**src/rtl/haar2d_pkg.sv**
```systemverilog
package haar2d_pkg;

    typedef enum logic {
        DIR_FWD = 1'b0,
        DIR_INV = 1'b1
    } dir_e;

    // Arithmetic right shift on a sign-extended integer; floors negative values.
    function automatic int asr(input int v, input int sh);
        return v >>> sh;
    endfunction

    // Right-shift applied after the butterfly, per direction and scaling.
    function automatic int post_shift(input bit halve, input dir_e d);
        if (d == DIR_FWD) return halve ? 1 : 0;
        return halve ? 1 : 2;
    endfunction

endpackage

```
**src/rtl/haar2d_butterfly.sv**
```systemverilog
module haar2d_butterfly #(
    parameter int W = 12
) (
    input  logic signed [W-1:0] op_a,
    input  logic signed [W-1:0] op_b,
    input  logic signed [W-1:0] op_c,
    input  logic signed [W-1:0] op_d,
    output logic signed [W-1:0] sum_pp,
    output logic signed [W-1:0] sum_mp,
    output logic signed [W-1:0] sum_pm,
    output logic signed [W-1:0] sum_mm
);
    logic signed [W-1:0] pair_sum [2];
    logic signed [W-1:0] pair_dif [2];

    // First stage: two pair butterflies over (a,b) and (c,d).
    for (genvar g = 0; g < 2; g++) begin : g_pair
        logic signed [W-1:0] x, y;
        assign x = (g == 0) ? op_a : op_c;
        assign y = (g == 0) ? op_b : op_d;
        assign pair_sum[g] = x + y;
        assign pair_dif[g] = x - y;
    end

    // Second stage combines the pair results.
    assign sum_pp = pair_sum[0] + pair_sum[1];
    assign sum_mp = pair_dif[0] + pair_dif[1];
    assign sum_pm = pair_sum[0] - pair_sum[1];
    assign sum_mm = pair_dif[0] - pair_dif[1];
endmodule

```
**src/rtl/haar2d_lane_route.sv**
```systemverilog
module haar2d_lane_route
    import haar2d_pkg::*;
#(
    parameter int SAMPLE_W = 8,
    parameter int COEF_W   = SAMPLE_W + 2,
    parameter int BF_W     = COEF_W + 2,
    parameter bit HALVE    = 1'b0
) (
    input  dir_e                     dir,
    input  logic [COEF_W-1:0]        in_a,
    input  logic [COEF_W-1:0]        in_b,
    input  logic [COEF_W-1:0]        in_c,
    input  logic [COEF_W-1:0]        in_d,
    output logic signed [COEF_W-1:0] out_a,
    output logic signed [COEF_W-1:0] out_b,
    output logic signed [COEF_W-1:0] out_c,
    output logic signed [COEF_W-1:0] out_d
);
    localparam int FWD_SH = post_shift(HALVE, DIR_FWD);
    localparam int INV_SH = post_shift(HALVE, DIR_INV);

    logic signed [BF_W-1:0] ext [4];
    logic signed [BF_W-1:0] op_b, op_c;
    logic signed [BF_W-1:0] s_pp, s_mp, s_pm, s_mm;
    logic [COEF_W-1:0] lanes [4];

    assign lanes[0] = in_a;
    assign lanes[1] = in_b;
    assign lanes[2] = in_c;
    assign lanes[3] = in_d;

    // Sign extension: samples from SAMPLE_W bits, coefficients from COEF_W bits.
    for (genvar i = 0; i < 4; i++) begin : g_ext
        always_comb begin
            if (dir == DIR_FWD)
                ext[i] = {{(BF_W-SAMPLE_W){lanes[i][SAMPLE_W-1]}}, lanes[i][SAMPLE_W-1:0]};
            else
                ext[i] = {{(BF_W-COEF_W){lanes[i][COEF_W-1]}}, lanes[i]};
        end
    end

    // The inverse swaps the middle lanes so the same butterfly rebuilds pixels.
    assign op_b = (dir == DIR_FWD) ? ext[1] : ext[2];
    assign op_c = (dir == DIR_FWD) ? ext[2] : ext[1];

    haar2d_butterfly #(.W(BF_W)) u_bfly (
        .op_a  (ext[0]),
        .op_b  (op_b),
        .op_c  (op_c),
        .op_d  (ext[3]),
        .sum_pp(s_pp),
        .sum_mp(s_mp),
        .sum_pm(s_pm),
        .sum_mm(s_mm)
    );

    always_comb begin
        if (dir == DIR_FWD) begin
            out_a = COEF_W'(asr(int'(s_pp), FWD_SH));
            out_b = COEF_W'(asr(int'(s_mp), FWD_SH));
            out_c = COEF_W'(asr(int'(s_pm), FWD_SH));
            out_d = COEF_W'(asr(int'(s_mm), FWD_SH));
        end else begin
            out_a = COEF_W'(asr(int'(s_pp), INV_SH));
            out_b = COEF_W'(asr(int'(s_pm), INV_SH));
            out_c = COEF_W'(asr(int'(s_mp), INV_SH));
            out_d = COEF_W'(asr(int'(s_mm), INV_SH));
        end
    end
endmodule

```
**src/rtl/haar2d_block_seq.sv**
```systemverilog
module haar2d_block_seq #(
    parameter int IMG_N = 8,
    parameter int POS_W = (IMG_N > 2) ? $clog2(IMG_N) : 1
) (
    input  logic             clk,
    input  logic             rst,
    input  logic             step,
    output logic [POS_W-1:0] cur_row,
    output logic [POS_W-1:0] cur_col,
    output logic             cur_last
);
    localparam logic [POS_W-1:0] EDGE = POS_W'(IMG_N - 2);

    logic row_end;
    assign row_end  = (cur_col == EDGE);
    assign cur_last = row_end && (cur_row == EDGE);

    always_ff @(posedge clk) begin
        if (rst) begin
            cur_row <= '0;
            cur_col <= '0;
        end else if (step) begin
            if (row_end) begin
                cur_col <= '0;
                cur_row <= cur_last ? '0 : cur_row + POS_W'(2);
            end else begin
                cur_col <= cur_col + POS_W'(2);
            end
        end
    end
endmodule

```
**src/rtl/haar2d_engine.sv**
```systemverilog
module haar2d_engine
    import haar2d_pkg::*;
#(
    parameter int SAMPLE_W = 8,
    parameter int IMG_N    = 8,
    parameter bit HALVE    = 1'b0,
    parameter int COEF_W   = SAMPLE_W + 2,
    parameter int POS_W    = (IMG_N > 2) ? $clog2(IMG_N) : 1
) (
    input  logic              clk,
    input  logic              rst,
    input  logic              in_valid,
    input  logic              dir_inv,
    input  logic [COEF_W-1:0] lane_a,
    input  logic [COEF_W-1:0] lane_b,
    input  logic [COEF_W-1:0] lane_c,
    input  logic [COEF_W-1:0] lane_d,
    output logic              res_valid,
    output logic [COEF_W-1:0] res_a,
    output logic [COEF_W-1:0] res_b,
    output logic [COEF_W-1:0] res_c,
    output logic [COEF_W-1:0] res_d,
    output logic [POS_W-1:0]  res_row,
    output logic [POS_W-1:0]  res_col,
    output logic              frame_end
);
    localparam int BF_W = COEF_W + 2;

    typedef struct packed {
        logic [COEF_W-1:0] a;
        logic [COEF_W-1:0] b;
        logic [COEF_W-1:0] c;
        logic [COEF_W-1:0] d;
    } quad_t;

    typedef struct packed {
        logic [POS_W-1:0] row;
        logic [POS_W-1:0] col;
    } tag_t;

    dir_e  dir;
    quad_t comb_q, held_q;
    tag_t  cur_tag, held_tag;
    logic  seq_last;

    assign dir = dir_e'(dir_inv);

    haar2d_lane_route #(
        .SAMPLE_W(SAMPLE_W),
        .COEF_W  (COEF_W),
        .BF_W    (BF_W),
        .HALVE   (HALVE)
    ) u_route (
        .dir  (dir),
        .in_a (lane_a),
        .in_b (lane_b),
        .in_c (lane_c),
        .in_d (lane_d),
        .out_a(comb_q.a),
        .out_b(comb_q.b),
        .out_c(comb_q.c),
        .out_d(comb_q.d)
    );

    haar2d_block_seq #(.IMG_N(IMG_N), .POS_W(POS_W)) u_seq (
        .clk     (clk),
        .rst     (rst),
        .step    (in_valid),
        .cur_row (cur_tag.row),
        .cur_col (cur_tag.col),
        .cur_last(seq_last)
    );

    always_ff @(posedge clk) begin
        if (rst) begin
            res_valid <= 1'b0;
            frame_end <= 1'b0;
            held_q    <= '0;
            held_tag  <= '0;
        end else begin
            res_valid <= in_valid;
            frame_end <= in_valid && seq_last;
            if (in_valid) begin
                held_q   <= comb_q;
                held_tag <= cur_tag;
            end
        end
    end

    assign res_a   = held_q.a;
    assign res_b   = held_q.b;
    assign res_c   = held_q.c;
    assign res_d   = held_q.d;
    assign res_row = held_tag.row;
    assign res_col = held_tag.col;
endmodule

```
**config.mk**
```make
export PLATFORM = sky130hd
export DESIGN_NAME = haar2d_engine
export DESIGN_NICKNAME = d
export VERILOG_FILES = /design/src/rtl/haar2d_pkg.sv /design/src/rtl/haar2d_butterfly.sv /design/src/rtl/haar2d_lane_route.sv /design/src/rtl/haar2d_block_seq.sv /design/src/rtl/haar2d_engine.sv
export SDC_FILE = /design/constraint.sdc
export NUM_CORES = 1
export LEC_CHECK = 0
export BUFFER_PORTS_ARGS = -buffer_cell sky130_fd_sc_hd__buf_2
export CAP_MARGIN = 20
export CORE_MARGIN = 5
export CORE_UTILIZATION = 59
export CTS_CLUSTER_DIAMETER = 80
export DETAILED_ROUTE_END_ITERATION = 10
export PLACE_DENSITY_LB_ADDON = 0.2
export REMOVE_ABC_BUFFERS = 1
export SKIP_CTS_REPAIR_TIMING = 1
export SYNTH_ARGS = -nofsm -noshare
export SYNTH_HDL_FRONTEND = slang
export SYNTH_SLANG_ARGS = --single-unit
export TNS_END_PERCENT = 30
```
**constraint.sdc**
```tcl
create_clock -name clk -period 5.5 [get_ports clk]
set_input_delay 0.55 -clock clk [delete_from_list [all_inputs] [get_ports clk]]
set_output_delay 0.55 -clock clk [all_outputs]
set_load 0.05 [all_outputs]
```
==> results.md <==
- Total negative setup slack: 0 ns
- Post-synthesis sequential area ratio: roughly 16%
- Synth Area per Inst: approximately 7.6 sq um
- Post-DP HPWL: ~13 mm
- Final Max Slew Viols: 0
- RSZ-0062 raised after global routing: false
- Mapped Area: just over 6000 sq um
- Row count: 37
- Die width: ~110 um
- Grt ovf: 0
- Synth top area share: between 15 and 20%
- Largest area contributor in the netlist: ha_1
- Filler cells: 938
- Clock Tree Buf Depth: 2
- Final worst-path cycle share: approximately 85%
- Peak supply drop: between 200 and 250 uV
- Vias in the first global route: ~5400
- Worst Hold Depth: 2
- CP cell instances: buf_2, buf_4, mux2i_1, inv_1, ha_1, nor2b_4, o311a_4, a2111oi_4, xnor2_1, ha_1, nor2b_1, nor2_1, and3b_1, a211oi_1, xor2_1, a221oi_1, nor2_1
- Share of cells above drive strength 1: around 14%
- Post-route ant nets: 0
- Routed wire length: between 15 and 20 mm
- Top post-synthesis cells by area: ha_1 (18%), dfxtp_1 (16%), xnor2_1 (7.2%)
- Diode count: 0
- Die Y: 112 um
- WS Path Type: in2reg
- Initial core utilization: between 50% and 60%
- Drt wl/cell: ~15 um
- Die ar.: 12500 sq um
- Largest family of logic cells by synthesized area: compound AO/OA/AOI/OAI gates
- Final worst clock skew: slightly below 0.003 ns
- Status: complete, no violations
- Slew Limit Headroom: between 40 and 50%
- DRT Pass-1 Iters: 6
- # IOs: between 90 and 100
- Mux cell area share after synthesis: between 4 and 5%
- Cell count after synthesis: ~800
- CTS Buf Count: 5
- Remaining routing DRC violations: 0
- Final setup violating endpoints: 0
- CTS tree: yes
- Type of origin of the critical path: input pin
- Compound-cell area share of the yosys netlist: approximately a quarter
- Placed cells: slightly below 1000
- Final net count: 1006
- Slowest CP cell: a2111oi_4
- Post-synth EDFFs: 0
- First-pass GRT wire length: 25.3 mm
- CP bufs+invs: 3
- Core area: roughly 10000 sq um
- Largest net degree at the start of global routing: 48
- Min Hold Slack: about 0.46 ns
- Max-Cap Viols: 0
- Critical Path End Type: register
- Num Clock Sinks: 50
- Slew @ Worst Pin: ~0.83 ns
- Power per Cell Area: about 440 nW/um^2
- Commonest non-fill, non-tap cells in the layout: ha_1 (89), buf_2 (89), inv_1 (84), nor2_1 (84), a21oi_1 (76)
- Via Count: 5646
- Main flop type after synthesis: dfxtp_1
- Initial antenna violation count: 0
- Ys Warns: 0
- LEAKAGE: ~3.3 nW
- Crit path max-delay family: compound AO/OA/AOI/OAI gates
- CP peak stage delay: around 0.47 ns
- Final hold violation count: 0
- Ys async rst share: 0%
- Tightest Hold Check Type: reg2reg
- #FFs+latches synth: 50
- Finished Layout Cells: ~1000
- F_max: approximately 0.21 GHz
- FF/Latch Area: around 1000 sq um
- WP depth: 17
- Worst EP required: approximately 5.7 ns
- Detailed Route Iter0 Violations: 461
- Synth Area in Simple Gates: 16.2%
- H-tree levels: 2
- Area Overhead vs Synth: 9.51%
- Reg2reg path depth: 5
- Clock slew at reported path FFs: about 0.08 ns
- Worst-Skew Late Latency: roughly 0.30 ns
- Port buffer count: 89
- Vias per cell: around 5.6
- CP Max Fanout: 37
- Clk root buf: clkbuf_8
- Gr usage total: 23.9%
- Post-synthesis adder-cell area fraction: 20.8%
- XOR/XNOR share of the synthesized area: a little over a tenth
- CP arrival: ~4.9 ns
- Post-synthesis cell type count: 71
- Gpl congestion: 0.896
- Area of the multi-input gates: 4620 sq um
- Minimum clock period: roughly 4.7 ns
==> cell families after synthesis <==
kind of cell    after synthesis
flops                        50
simple gates                212
buf+inv                     123
compound gates              222
other cells                   1
mux                          25
fa+ha+maj                    97
xor+xnor                     72
==> path summary, 6_finish.rpt <==
path,end,startpoint,slack (ns)
min,res_a[0],res_a[0],0.46
max reg2reg,u_seq.cur_row[1],u_seq.cur_col[1],4.36
min reg2reg,res_a[0],res_a[0],0.46
max,res_d[7],dir_inv,0.80
==> per-stage QoR <==
stage	setup slack (ns)	power, mW	area (sq um)	util (%)
floorplan	1.29	2.14	5950	-
detailed placement	0.499	2.64	6590	64.4
global route	0.532	3.14	6700	65.5
finish	0.803	2.92	6700	65.5
global placement	0.756	2.60	6590	64.4
CTS	0.816	2.90	6700	65.5
==> cells in the mapped netlist (3+ instances only) <==
cell,number
a221oi_1,5
or3_1,4
o21ai_1,6
fa_1,8
a21oi_1,76
nand2_1,53
mux2_2,7
ha_1,89
nor3_1,19
clkbuf_1,22
a211oi_1,13
inv_1,84
nand2b_1,16
o22ai_1,4
or2_2,3
a2bb2oi_1,3
a31oi_1,3
o21ai_0,40
mux2i_1,18
nor2_1,84
buf_1,7
a211o_1,3
nor2b_1,14
o21bai_1,18
buf_2,3
a21o_1,8
o21a_1,9
dfxtp_1,50
xor2_1,21
xnor2_1,50
o211ai_1,4
a22oi_1,6
nand3_1,3
==> flip-flops by register name (all words and copies together), names as in the netlist <==
name           cells
res_d             10
res_row            2
res_c             10
u_seq.cur_row      2
res_valid          1
u_seq.cur_col      2
frame_end          1
res_a             10
res_b             10
res_col            2
==> worst reg2reg max path: cells and delay by family (launching register included) <==
kind	cells	cell delay, ns
DFF	1	0.39
and+or+nand+nor	3	0.41
AOI/OAI and AO/OA	1	0.07
adders and majority gates	1	0.21
==> per-layer routing <==
layer  GRT usage (%)  wire length [um]  share of wire, %
met2            41.4              7210                47
met5               0                 0                 0
met4            7.30               367               2.4
met1            31.5              7080                46
met3            2.07               789               5.1
==> power by group <==
| group | switching (mW) | total, mW | leakage (nW) | internal, mW |
|---|---|---|---|---|
| registers | 0.0434 | 0.489 | 0.412 | 0.446 |
| logic | 1.39 | 2.17 | 2.81 | 0.785 |
| clock network | 0.112 | 0.257 | 0.0573 | 0.145 |
==> cell type report <==
cell class / count / share of cell area, %
flip-flops and latches: 50 / 14.9
clock inverters: 1 / 0.448
multi-input cells: 630 / 69.0
inverters: 86 / 4.82
clock buffers: 6 / 1.23
well taps: 136 / 2.54
repair buffers: 92 / 6.99
(Power assumes the default switching activity.)
